$ cat src/rtl/fpu_pkg.sv
package fpu_pkg;

  parameter int unsigned XLEN   = 32;
  parameter int unsigned FW     = 9;
  parameter int unsigned S_LSB  = 0;
  parameter int unsigned D_LSB  = 9;
  parameter int unsigned OP_LSB = 19;

  typedef enum logic [2:0] {
    OPK_IDLE  = 3'd0,
    OPK_SET_S = 3'd1,
    OPK_SET_D = 3'd2,
    OPK_SET_O = 3'd3,
    OPK_ALT_S = 3'd4,
    OPK_ALT_D = 3'd5,
    OPK_ALT_R = 3'd6,
    OPK_RSVD  = 3'd7
  } opk_e;

  typedef enum logic [1:0] {
    PFX_S = 2'd0,
    PFX_D = 2'd1,
    PFX_R = 2'd2
  } pfx_e;

  // Overwrite one 9-bit field of a word.
  function automatic logic [XLEN-1:0] put_field(input logic [XLEN-1:0] w,
                                                input int unsigned lsb,
                                                input logic [FW-1:0] v);
    logic [XLEN-1:0] r;
    r = w;
    r[lsb +: FW] = v;
    return r;
  endfunction

  // Register-address sum; carry out of the field is dropped.
  function automatic logic [FW-1:0] addr_sum(input logic [FW-1:0] a,
                                             input logic [FW-1:0] b);
    logic [FW:0] full;
    full = {1'b0, a} + {1'b0, b};
    return full[FW-1:0];
  endfunction

  function automatic logic is_set(input logic [2:0] k);
    return (k == OPK_SET_S) || (k == OPK_SET_D) || (k == OPK_SET_O);
  endfunction

  function automatic logic is_pfx(input logic [2:0] k);
    return (k == OPK_ALT_S) || (k == OPK_ALT_D) || (k == OPK_ALT_R);
  endfunction

endpackage

$ cat src/rtl/fpu_setter.sv
module fpu_setter
  import fpu_pkg::*;
(
  input  logic            clk,
  input  logic            rst_n,
  input  logic [2:0]      op_code,
  input  logic [FW-1:0]   op_daddr,
  input  logic [XLEN-1:0] op_dval,
  input  logic [FW-1:0]   op_sval,
  output logic            wr_en,
  output logic [FW-1:0]   wr_addr,
  output logic [XLEN-1:0] wr_data
);

  logic [XLEN-1:0] nxt_data;

  always_comb begin
    unique case (op_code)
      OPK_SET_S: nxt_data = put_field(op_dval, S_LSB,  op_sval);
      OPK_SET_D: nxt_data = put_field(op_dval, D_LSB,  op_sval);
      OPK_SET_O: nxt_data = put_field(op_dval, OP_LSB, op_sval);
      default:   nxt_data = op_dval;
    endcase
  end

  always_ff @(posedge clk or negedge rst_n) begin
    if (!rst_n) begin
      wr_en   <= 1'b0;
      wr_addr <= '0;
      wr_data <= '0;
    end else begin
      wr_en <= is_set(op_code);
      if (is_set(op_code)) begin
        wr_addr <= op_daddr;
        wr_data <= nxt_data;
      end
    end
  end

endmodule

$ cat src/rtl/fpu_prefix.sv
module fpu_prefix
  import fpu_pkg::*;
(
  input  logic            clk,
  input  logic            rst_n,
  input  logic [2:0]      op_code,
  input  logic [FW-1:0]   op_dlow,
  input  logic [FW-1:0]   op_sval,
  input  logic            next_valid,
  input  logic [XLEN-1:0] next_insn,
  output logic [XLEN-1:0] patched_insn,
  output logic [FW-1:0]   result_addr,
  output logic            armed,
  output logic            arm_evt,
  output logic            consume_evt
);

  pfx_e          kind_q;
  logic [FW-1:0] sum_q;
  pfx_e          kind_d;

  assign arm_evt     = is_pfx(op_code);
  assign consume_evt = armed && next_valid;

  always_comb begin
    unique case (op_code)
      OPK_ALT_D: kind_d = PFX_D;
      OPK_ALT_R: kind_d = PFX_R;
      default:   kind_d = PFX_S;
    endcase
  end

  always_ff @(posedge clk or negedge rst_n) begin
    if (!rst_n) begin
      armed  <= 1'b0;
      kind_q <= PFX_S;
      sum_q  <= '0;
    end else if (arm_evt) begin
      armed  <= 1'b1;
      kind_q <= kind_d;
      sum_q  <= addr_sum(op_dlow, op_sval);
    end else if (next_valid) begin
      armed  <= 1'b0;
    end
  end

  always_comb begin
    patched_insn = next_insn;
    result_addr  = next_insn[D_LSB +: FW];
    if (armed) begin
      unique case (kind_q)
        PFX_S: patched_insn = put_field(next_insn, S_LSB, sum_q);
        PFX_D: begin
          patched_insn = put_field(next_insn, D_LSB, sum_q);
          result_addr  = sum_q;
        end
        default: result_addr = sum_q;
      endcase
    end
  end

endmodule

$ cat src/rtl/fpu_hazard.sv
module fpu_hazard
  import fpu_pkg::*;
#(
  parameter int unsigned HAZ_CLKS = 4,
  localparam int unsigned CW = $clog2(HAZ_CLKS + 1)
) (
  input  logic          clk,
  input  logic          rst_n,
  input  logic          load,
  input  logic [FW-1:0] load_addr,
  input  logic          next_valid,
  input  logic [FW-1:0] next_addr,
  output logic          hazard
);

  logic [CW-1:0] cnt_q;
  logic [FW-1:0] addr_q;

  always_ff @(posedge clk or negedge rst_n) begin
    if (!rst_n) begin
      cnt_q  <= '0;
      addr_q <= '0;
    end else if (load) begin
      cnt_q  <= CW'(HAZ_CLKS);
      addr_q <= load_addr;
    end else if (cnt_q != '0) begin
      cnt_q  <= cnt_q - 1'b1;
    end
  end

  assign hazard = next_valid && (cnt_q != '0) && (next_addr == addr_q);

endmodule

$ cat src/rtl/field_patch_unit.sv
module field_patch_unit
  import fpu_pkg::*;
#(
  parameter int unsigned HAZ_CLKS = 4
) (
  input  logic        clk,
  input  logic        rst_n,
  input  logic [2:0]  op_code,
  input  logic [8:0]  op_daddr,
  input  logic [31:0] op_dval,
  input  logic [8:0]  op_sval,
  input  logic        next_valid,
  input  logic [8:0]  next_addr,
  input  logic [31:0] next_insn,
  output logic [31:0] patched_insn,
  output logic [8:0]  result_addr,
  output logic        wr_en,
  output logic [8:0]  wr_addr,
  output logic [31:0] wr_data,
  output logic        patch_hazard
);

  logic set_issue;
  logic pfx_armed;
  logic pfx_arm;
  logic pfx_consume;

  assign set_issue = is_set(op_code);

  fpu_setter u_set (
    .clk      (clk),
    .rst_n    (rst_n),
    .op_code  (op_code),
    .op_daddr (op_daddr),
    .op_dval  (op_dval),
    .op_sval  (op_sval),
    .wr_en    (wr_en),
    .wr_addr  (wr_addr),
    .wr_data  (wr_data)
  );

  fpu_prefix u_pfx (
    .clk          (clk),
    .rst_n        (rst_n),
    .op_code      (op_code),
    .op_dlow      (op_dval[FW-1:0]),
    .op_sval      (op_sval),
    .next_valid   (next_valid),
    .next_insn    (next_insn),
    .patched_insn (patched_insn),
    .result_addr  (result_addr),
    .armed        (pfx_armed),
    .arm_evt      (pfx_arm),
    .consume_evt  (pfx_consume)
  );

  fpu_hazard #(.HAZ_CLKS(HAZ_CLKS)) u_haz (
    .clk        (clk),
    .rst_n      (rst_n),
    .load       (set_issue),
    .load_addr  (op_daddr),
    .next_valid (next_valid),
    .next_addr  (next_addr),
    .hazard     (patch_hazard)
  );

endmodule

$ cat config.mk
export PLATFORM = sky130hd
export DESIGN_NAME = field_patch_unit
export DESIGN_NICKNAME = d
export VERILOG_FILES = /design/src/rtl/fpu_pkg.sv /design/src/rtl/fpu_setter.sv /design/src/rtl/fpu_prefix.sv /design/src/rtl/fpu_hazard.sv /design/src/rtl/field_patch_unit.sv
export SDC_FILE = /design/constraint.sdc
export NUM_CORES = 1
export LEC_CHECK = 0
export BUFFER_PORTS_ARGS = -buffer_cell sky130_fd_sc_hd__buf_2
export CAP_MARGIN = 20
export CORE_MARGIN = 5
export CORE_UTILIZATION = 39
export CTS_CLUSTER_SIZE = 16
export DETAILED_ROUTE_END_ITERATION = 7
export PLACE_DENSITY_LB_ADDON = 0.25
export SYNTH_ARGS = -nofsm -noshare
export SYNTH_HDL_FRONTEND = slang
export SYNTH_SLANG_ARGS = --single-unit
$ cat constraint.sdc
create_clock -name clk -period 4.21 [get_ports clk]
set_input_delay 1.0525 -clock clk [delete_from_list [all_inputs] [get_ports clk]]
set_output_delay 1.0525 -clock clk [all_outputs]
set_load 0.01 [all_outputs]
======== Yosys cells after proc, flatten, opt, wreduce, memory -nomap -nowiden ========
Cells that the tools add are included.
W data, S select, Z words.
storage, ports and cells
  RAM bits ................................ 0
  output and inout port bits .............. 84
  memories ................................ 0
  bits in latches ......................... 0
  register bits ........................... 57
  bits in read-only memories .............. 0
  logic and storage cells ................. 37
  input port bits ......................... 97
cells by class
  mux-type cells .......................... 10
  divide/modulo/power cells ............... 0
  add/sub/neg operators ................... 2
  multiply operators ...................... 0
  reductions and logical operators ........ 10
  magnitude comparators ................... 0
  equal/unequal tests ..................... 8
  bitwise operators ....................... 0
  shift operators ......................... 0
operator list
  kind                   number
  $pmux W28 S3           1
  $pmux W18 S2           1
  $mux W18               1
  $mux W9                2
  $add A9 B9 Y9          1
  $eq A3 B3 Y1 const B   3
  $eq A9 B9 Y1           1
  $eq A3 B2 Y1 const B   2
  $mux W3                2
  $logic_or A1 B1 Y1     4
  $pmux W2 S2            1
  $reduce_bool A2 Y1     2
  $eq A3 B1 Y1 const B   1
  $reduce_bool A3 Y1     1
  $sub A3 B1 Y3 const B  1
  $eq A2 B1 Y1 const B   1
  $logic_and A1 B1 Y1    2
  $logic_not A2 Y1       1
  $mux W1                2

======== Logic depth before layout (Yosys ltp) ========
Gate-level depths: netlist of run 1.
  depth in word-level cells ............... 4
  mapped depth ............................ 7
  gate-level depth less buffers ........... 6

======== Cells and area by module ========
Synthesis of run 1 repeated with hierarchy kept, for this count alone.
second synthesis, totals
  cell total of the unflattened synthesis .. 355
  area, all modules ....................... 4000.1 µm²
modules (own cells, without submodules)
  module            sequential area each (µm²)  cells an instance  times used  area an instance (µm²)
  fpu_setter        1051.0                      176                1           2100.8
  fpu_prefix        300.3                       131                1           1255.0
  fpu_hazard        300.3                       47                 1           634.4
  field_patch_unit  0.0                         1                  1           10.0

======== Worst setup path after synthesis of run 1 ========
Ideal clock, no wire load.
  path kind ............................... input port to output port
  start ................................... input port next_addr[4]
  end ..................................... output port patch_hazard
  path slack .............................. 1.573 ns
  arrival ................................. 1.585 ns
  stages on the path ...................... 3
  data required time ...................... 3.158 ns
  path through ............................ xnor2_1 -> nand4_1 -> nor3_1
on the way
  word-level cells in the longest chain between the ends .. 2
RTL lines
  item                 RTL line                source
  from (decl)          field_patch_unit.sv:13  input logic [8:0] next_addr,
  $eq A9 B9 Y1         fpu_hazard.sv:31        assign hazard = next_valid && (cnt_q != '0) && (next_addr == addr_q);
  $logic_and A1 B1 Y1  fpu_hazard.sv:31
  to (decl)            field_patch_unit.sv:20  output logic patch_hazard
No other way between the ends.

======== Worst setup path in the final report of run 1 ========
  start ................................... register u_pfx.kind_q[1]
  end ..................................... output port patched_insn[8]
on the way
  word-level cells in the longest chain between the ends .. 3
RTL lines
  item                                              RTL line                source
  from (decl)                                       fpu_prefix.sv:18        pfx_e kind_q;
  from (signal assigned)                            fpu_prefix.sv:40        kind_q <= kind_d;
  $eq A2 B1 Y1 or $logic_not A2 Y1 (tied branches)  fpu_prefix.sv:51        unique case (kind_q)
  $pmux W18 S2 *                                    fpu_prefix.sv:51
  $mux W18 *                                        fpu_prefix.sv:50        if (armed) begin
  to (decl)                                         field_patch_unit.sv:15  output logic [31:0] patched_insn,
Every way passes the cells marked *; elsewhere a longest branch is shown, timed or not.

==> results of run 1 <==
state kept, by name, summed over array words and instances (netlist names):
| name | flops |
|---|---|
| u_haz.addr_q | 9 |
| u_haz.cnt_q | 3 |
| u_pfx.armed | 1 |
| u_pfx.kind_q | 2 |
| u_pfx.sum_q | 9 |
| u_set.wr_data | 32 |
| u_set.wr_en | 1 |
worst max-delay path by stage:
stage	slack, ps	to	startpoint	cells past startpoint
finish	1240	patched_insn[8]	u_pfx.kind_q[1]	3
global route	1110	patched_insn[7]	u_pfx.kind_q[1]	3
CTS	1140	patched_insn[4]	u_pfx.kind_q[1]	3
detailed placement	1400	patch_hazard	next_addr[8]	5
global placement	1410	patch_hazard	next_addr[8]	5
floorplan	1570	patch_hazard	next_addr[4]	3
cell families (layout without fill, tap and decap cells):
kind of cell             Yosys count  after routing
AND/OR/NAND/NOR                  107            107
AO/OA/AOI/OAI                     86             86
flip-flops                        57             57
buffers and inverters             37            177
multiplexers                      30             30
XOR/XNOR                          14             14
adder cells (fa/ha/maj)           11             11
cell usage in the layout, fill, tap and decap left out, types with 4 or more instances in the layout:
| cell type | Yosys | final |
|---|---|---|
| buf_2 | 5 | 152 |
| nand2_1 | 76 | 76 |
| dfrtp_1 | 57 | 57 |
| o21ai_0 | 34 | 34 |
| mux2_2 | 30 | 30 |
| a22oi_1 | 27 | 27 |
| xnor2_1 | 13 | 13 |
| nor2_1 | 11 | 11 |
| clkbuf_8 | 0 | 11 |
| ha_1 | 10 | 10 |
| a21oi_1 | 7 | 7 |
| inv_1 | 5 | 5 |
| a211oi_1 | 4 | 4 |
| nor2b_1 | 4 | 4 |
routing by layer:
| layer | up-vias | global-route usage (%) | share of wire (%) |
|---|---|---|---|
| met1 | 1376 | 24.8 | 46 |
| met2 | 120 | 29.2 | 45 |
| met4 | 0 | 6.85 | 1.3 |
| met5 | - | 0 | 0 |
| met3 | 13 | 4.55 | 8.0 |
| li1 | 1449 | - | - |
report_power, final:
| part | switching [mW] | internal, mW |
|---|---|---|
| registers | 0.0582 | 0.632 |
| clock network | 0.205 | 0.300 |
| logic | 0.255 | 0.219 |
| total | 0.518 | 1.15 |
worst register-to-register path: stages, from the launching register on:
cell,delay [ps]
dfrtp_1,350
inv_1,70
ha_1,210
nand2_1,150
nor2_1,60
a211oi_1,200
through the flow:
stage | setup WS (ps) | hold slack, ps | total power [mW] | cell area [um^2] | utilization, %
2_1_floorplan | 1570 | 479 | 0.986 | 3250 | -
3_3_place_gp | 1410 | 453 | 1.16 | 3970 | 48.6
3_5_place_dp | 1400 | 461 | 1.18 | 3970 | 48.6
4_1_cts | 1140 | 477 | 1.69 | 4170 | 51.0
5_1_grt | 1110 | 503 | 1.78 | 4190 | 51.2
6_report | 1240 | 471 | 1.67 | 4190 | 51.2
cells in the mapped netlist, drive strengths merged:
| library cell | n |
|---|---|
| a211oi | 4 |
| a21bo | 1 |
| a21boi | 1 |
| a21o | 3 |
| a21oi | 7 |
| a22oi | 27 |
| and2 | 1 |
| and3 | 2 |
| buf | 22 |
| clkbuf | 9 |
| dfrtp | 57 |
| fa | 1 |
| ha | 10 |
| inv | 6 |
| mux2 | 30 |
| nand2 | 76 |
| nand3 | 2 |
| nand3b | 1 |
| nand4 | 2 |
| nor2 | 11 |
| nor2b | 4 |
| nor3 | 2 |
| nor3b | 2 |
| o211ai | 3 |
| o21ai | 36 |
| o21ba | 1 |
| o31ai | 3 |
| or2 | 3 |
| or4 | 1 |
| xnor2 | 13 |
| xor2 | 1 |
area by class of cell:
class	count	area share [%]
Clock inverter	3	0.956
Clock buffer	12	3.70
Multi-Input combinational cell	248	38.4
Timing Repair Buffer	156	19.2
Sequential cell	57	34.1
Tap cell	105	3.14
Inverter	6	0.538
==> metrics list, run 1 <==
- Worst clock skew on the final layout: 0.826 ps
- In this run the worst path has a maximum fanout of 9.
* Biggest area consumer among synthesized cells: dfrtp_1
* Number of cells in the finished layout apart from fillers: 587
* Slew Limit Headroom: 51.2%
- Dominant combinational cell family by area after synthesis: compound AO/OA/AOI/OAI gates
- The routed layout has 2,958 vias.
- Number of pins exceeding their max-slew limit in the final report: 0
- The via count of the first global-routing pass is 3,003.
- The number of hold buffers added after CTS was 0.
- 0 antenna diodes ended up in the layout.
- Across the run, the number of max-cap violations was 0.
- The path with the worst hold slack has its endpoint at u_set.wr_data[30].
- Summed over all cells, the static leakage comes to 2.14 nW.
- The worst setup path is launched from a flop.
- Measured along the y axis, the die boundary spans 101 um.
- Clock transition time at the flip-flop clock pins of the worst setup and hold paths: 60 ps
- Top-level port count: 181
- Global routing used 18.6% of the available tracks.
* Sequential cell area fraction in the yosys report: 43.9%
* Number of port buffers: 152
- The setup path with the least slack is of type flop to output pin.
- The run finished with clean final reports.
* # setup viols final: 0
* IR drop worst, VDD: 0.144 mV
- Fill cells: 803
* Synthesized-area fraction occupied by ao, oa, aoi and oai cells: 16.8%
* Endpoint arrival time on the critical path: 1920 ps
* TNS Setup: 0 ps
- The H-tree generated during clock tree synthesis spans 3 levels.
- Final period demand of the worst path: 2970 ps
- Clock tree from TritonCTS: yes
- Width of the chip: 101 um
- In this run the standard cell core region covers 8180 um^2.
- Net count after synthesis: 450
- At the end of routability-driven placement, the weighted congestion stood at 0.781.
- Full die area: 10,300 um^2
* Number of hold-slack violations in the final timing report: 0
- At the pin with the least slew margin, the transition time is 728 ps.
* Max stage delay cell, worst path: nor3_2
- In this run the clock root is driven by a clkbuf_8.
* RSZ-0062 raised after global routing: no
* Adder-cell share of the synthesized area: 4.47%
* Total number of placement rows: 33
* Portion of the clock cycle consumed by the worst path in the final layout: 70.7%
- DRT Wirelength: 9330 um
- Synth Area in Simple Gates: 14.1%
- Flop and latch count out of synthesis: 57
- Startpoint of the worst register-to-register path: u_haz.cnt_q[0]
- Synthesis-to-layout area growth: 28.9%
- Half-perimeter wire length of the detailed placement result: 7110 um
- After synthesis, the largest area contributor takes up 43.9% of total cell area.
* Slowest stage delay, CP: 630 ps
* Maximum number of pins on one net before global-route repair: 46
- Warning count from the yosys run: 0
* Placed Instances: 571
- Post-route DRC violation count: 0
- In this run, distinct cell masters in the synthesized netlist total 38.
- The mapped netlist covers 3250 um^2.
- Initial drt markers: 107
- STA classifies the critical path endpoint as an output pin.
* Average cell area after synthesis: 9.50 um^2
* Flop2flop setup slack: 3080 ps
- Share of layout cells above drive strength 1: 42.3%
- The path class of the tightest hold or removal check is flop to flop.
* Number of antenna violations at the first check in global routing: 0
- In this run the post-CTS setup repair buffer count came out at 0.
* Multi-input gate area: 1610 um^2
* Critical path buffers and inverters: 1
- Initial Util: 39.7%
- Clock insertion delay at the later pin of the skew report: 330 ps
- Post-synthesis share of cell area spent on xor and xnor gates: 3.78%
* Fin nets: 586
* DRT antenna net count: 0
* Count of cells resized by post-cts repair: 0
- Startpoint of the tightest hold check path: u_set.wr_data[30]
- The clock passes through at most 2 buffers.
- In the final layout, flip-flops and latches occupy 1430 um^2.
- Traced cell by cell, the critical path runs through nor3_2, mux2_2, buf_2.
- Routed wire per std cell: 15.9 um
- Counting cells, the worst reg-to-reg path comes to 5.
- Grt total ovfl: 0
- Total power per unit cell area: 399 nW/um^2
- Leading post-synthesis cells by cell area: dfrtp_1, mux2_2, nand2_1, a22oi_1, o21ai_0
* Cell count of the worst hold path: 2
- Maximum achievable frequency: 336 MHz
- Total clock buffers created by CTS: 9
- For the worst setup path, the data required time is 3160 ps.
- Kind of cell adding the most delay to the critical path: simple AND/OR/NAND/NOR gates
- Synthesis produced 342 cells.
* Capture point of the worst reg-to-reg path: u_haz.cnt_q[1]
- Drt first pass iters: 5
* CTS Sinks: 57
* Wire length of the first global-routing pass: 15,000 um
* Mux contribution to synthesized area: 10.4%
- Via/cell ratio: 5.04
(Power assumes the default switching activity.)
==> inputs of run 2 (changes only) <==
Clock period 4.21 ns to 2.85 ns, I/O delays scaled along.
==> run 2 against run 1 <==
Non-clock buffer count up 2. Combinational power up 48%. Worst hold slack worse by 68 ps. Cell count up 0.34%. Clock power up 47%. Die area unchanged. Wire length down 0.79%. Clock skew down 0.66 ps. Worst setup slack worse by 990 ps.
==> metrics list, run 2 (synthesis gave the netlist of run 1 again) <==
- Critical path, cell by cell: nor3_2, buf_4, mux2_2, buf_2 (was nor3_2, mux2_2, buf_2).
* Critical path buffers and inverters: 2 (was 1)
- Total clock buffers created by CTS: 9 (unchanged)
* Width of the chip: 101 um (unchanged)
- The maximum number of pins on one net before global-route repair is 34 (was 46).
- The number of iterations in the first detailed-routing pass was 4 (was 5).
* Max-capacitance violation count: 0 (unchanged)
* Most utilized layer in the global route result: met2 (unchanged)
* Initial drt markers: 95 (was 107)
- The count of cells resized by post-cts repair was 0 (unchanged).
* Slowest stage delay, CP: 430 ps (was 630 ps)
- Max reg flops: 32 (unchanged)
- The routability congestion estimate was 0.792 (was 0.781).
* Type of element capturing the critical path: output pin (unchanged)
- The most common cell after layout, fill and taps aside is buf_2 (unchanged).
* Total power per unit cell area: 585 nW/um^2 (was 399 nW/um^2)
- Top-level port count: 181 (unchanged)
- The leakage power figure is 2.15 nW (was 2.14 nW).
* Worst clock skew on the final layout: 0.166 ps (was 0.826 ps)
* Clock tree from TritonCTS: yes (unchanged)
- The cell family with the largest share of critical-path delay is simple AND/OR/NAND/NOR gates (unchanged).
- The overall overflow remaining after global route is 0 (unchanged).
- IR drop worst, VDD: 0.219 mV (was 0.144 mV)
- The total inserted antenna cells was 0 (unchanged).
* Cell at the root of the clock tree: clkbuf_8 (unchanged)
- Worst-case clock buffer depth: 2 (unchanged)
- The global-route wire length before repair is 15,100 um (was 15,000 um).
- The detailed-route DRC error count was 0 (unchanged).
- Largest register by flop count: u_set.wr_data (unchanged)
* Internal power summed over all cells: 1.71 mW (was 1.15 mW)
- The slowest stage cell on the critical path was nor3_2 (unchanged).
- Power share of the sequential group: 41.4% (was 41.3%)
- The area added between synthesis and finish was 29.8% (was 28.9%).
- # setup viols final: 0 (unchanged)
- RSZ-0062 raised after global routing: no (unchanged).
- Most frequent cells in the layout: buf_2, nand2_1, dfrtp_1 (unchanged).
* Post-CTS Setup Repair Bufs: 0 (unchanged)
* Flop2flop setup slack: 1730 ps (was 3080 ps)
* Result of the run: finished, final reports clean (unchanged)
* Via count of the first global-routing pass: 3,042 (was 3,003)
- Number of port buffers: 152 (unchanged)
* Initial Util: 39.7% (unchanged)
* Number of H-tree branching levels: 3 (unchanged)
* Global routing usage on met3: 5.85% (was 4.55%)
- The global router's overall resource usage was 18.6% (about the same).
- The die footprint is 10,300 um^2 (unchanged).
- The proportion of total power due to net switching was 30.8% (was 31.0%).
- The clock latency of the later-clocked register in the worst-skew pair is 320 ps (was 330 ps).
- The number of pins exceeding their max-slew limit in the final report came to 0 (unchanged).
* Via total after detailed routing: 2,973 (was 2,958)
- Maximum achievable frequency: 383 MHz
* Fin nets: 588 (was 586)
- Placeable core area: 8180 um^2 (unchanged)
- Startpoint types: flop (unchanged)
* Met2 track demand over resource: 29.4% (was 29.2%)
* Half-perimeter wire length of the detailed placement result: 7200 um (was 7110 um)
* Required time of the critical path: 2140 ps (was 3160 ps)
* Die extent in y: 101 um (unchanged)
- The share of power burned in the clock network was 30.2% (was 30.3%).
- Class of the worst hold path: primary input to asynchronous set/reset pin (was flop to flop)
- Met1 layer usage reported by global route: 24.5% (was 24.8%)
- The layout cell share with drive strength beyond 1 was 42.6% (was 42.3%).
- The number of antenna violations at the first check in global routing came to 0 (unchanged).
* Transition time at the pin with the least slew margin: 702 ps (was 728 ps)
- The via density per instance is 5.05 (was 5.04).
* Logic pwr share: 28.5% (was 28.4%)
- The smallest clock period supported by the final layout is computed as 2610 ps.
- The startpoint-to-endpoint class of the critical path is flop to output pin (unchanged).
- Total number of placement rows: 33 (unchanged)
- The remaining max-slew budget at the tightest pin is 53.2% (was 51.2%).
- The maximum fanout count along the critical path was 5 (was 9).
* DRT antenna net count: 0 (unchanged)
* DRT Wirelength: 9260 um (was 9330 um)
- The overall power of the completed layout is 2.47 mW (was 1.67 mW).
- Number of hold-slack violations in the final timing report: 0 (unchanged)
- Number of hold buffers added after CTS: 0 (unchanged)
- Largest regs: u_set.wr_data x32, u_haz.addr_q x9, u_pfx.sum_q x9 (unchanged)
* TNS Setup: 0 ps (unchanged)
* Switching power: 760 uW (was 518 uW)
* Routed wire per std cell: 15.7 um (was 15.9 um)
- The register clock-pin slew on the reported worst setup and hold paths was 60 ps (about the same).
- The worst path arrival time was 1900 ps (was 1920 ps).
- Dividing the final minimum period by the clock period gives 91.5%.
- The total number of clock tree sinks is 57 (unchanged).
==> run 2: power groups by stage <==
stage | Sequential [mW] | Clock (mW) | Combinational [mW]
5_1_grt | 1.04 | 0.810 | 0.798
2_1_floorplan | 1.05 | 0 | 0.402
3_3_place_gp | 1.03 | 0 | 0.695
4_1_cts | 1.02 | 0.769 | 0.713
3_5_place_dp | 1.04 | 0 | 0.709
6_report | 1.02 | 0.744 | 0.702
==> run 2: worst paths after layout <==
kind | from | end | depth (start not counted)
hold reg to reg | u_set.wr_data[24] | u_set.wr_data[24] | 2
setup reg to reg | u_haz.cnt_q[0] | u_haz.cnt_q[1] | 5
hold / removal | rst_n | u_pfx.sum_q[7] | 1
min in group clk | u_set.wr_data[24] | u_set.wr_data[24] | 2
setup / recovery | u_pfx.kind_q[1] | patched_insn[3] | 4
max in group asynchronous | rst_n | u_set.wr_data[28] | 2
==> run 2: per-layer routing <==
metal  wire length, um  up-vias
met5                 0        -
met4                90        0
met3               923       11
met2              4190      137
met1              4050     1371
li1                  -     1454
==> run 2: final cells by class <==
type / count / area [um^2]
flip-flops and latches: 57 / 1430
fillers: 776 / 3960
well taps: 105 / 131
multi-input cells: 248 / 1610
repair buffers: 158 / 831
clock buffers: 12 / 155
clock inverters: 3 / 40.0
inverters: 6 / 22.5
==> run 2: metrics by stage <==
step                      cell area, um^2  hold slack [ps]  util [%]  instances  setup slack (ps)
after floorplan                      3250              417         -        342               666
after global placement               4020              457      49.2        574               434
after detailed placement             4020              463      49.2        574               417
after CTS                            4220              418      51.6        589               182
after global routing                 4220              447      51.6        589               141
final                                4220              403      51.6        589               242
==> run 2: worst reg2reg max path, cell delays in order (launching register included) <==
cell,delay [ps]
dfrtp_1,360
inv_1,60
ha_1,210
nand2_1,150
nor2_1,60
a211oi_1,200
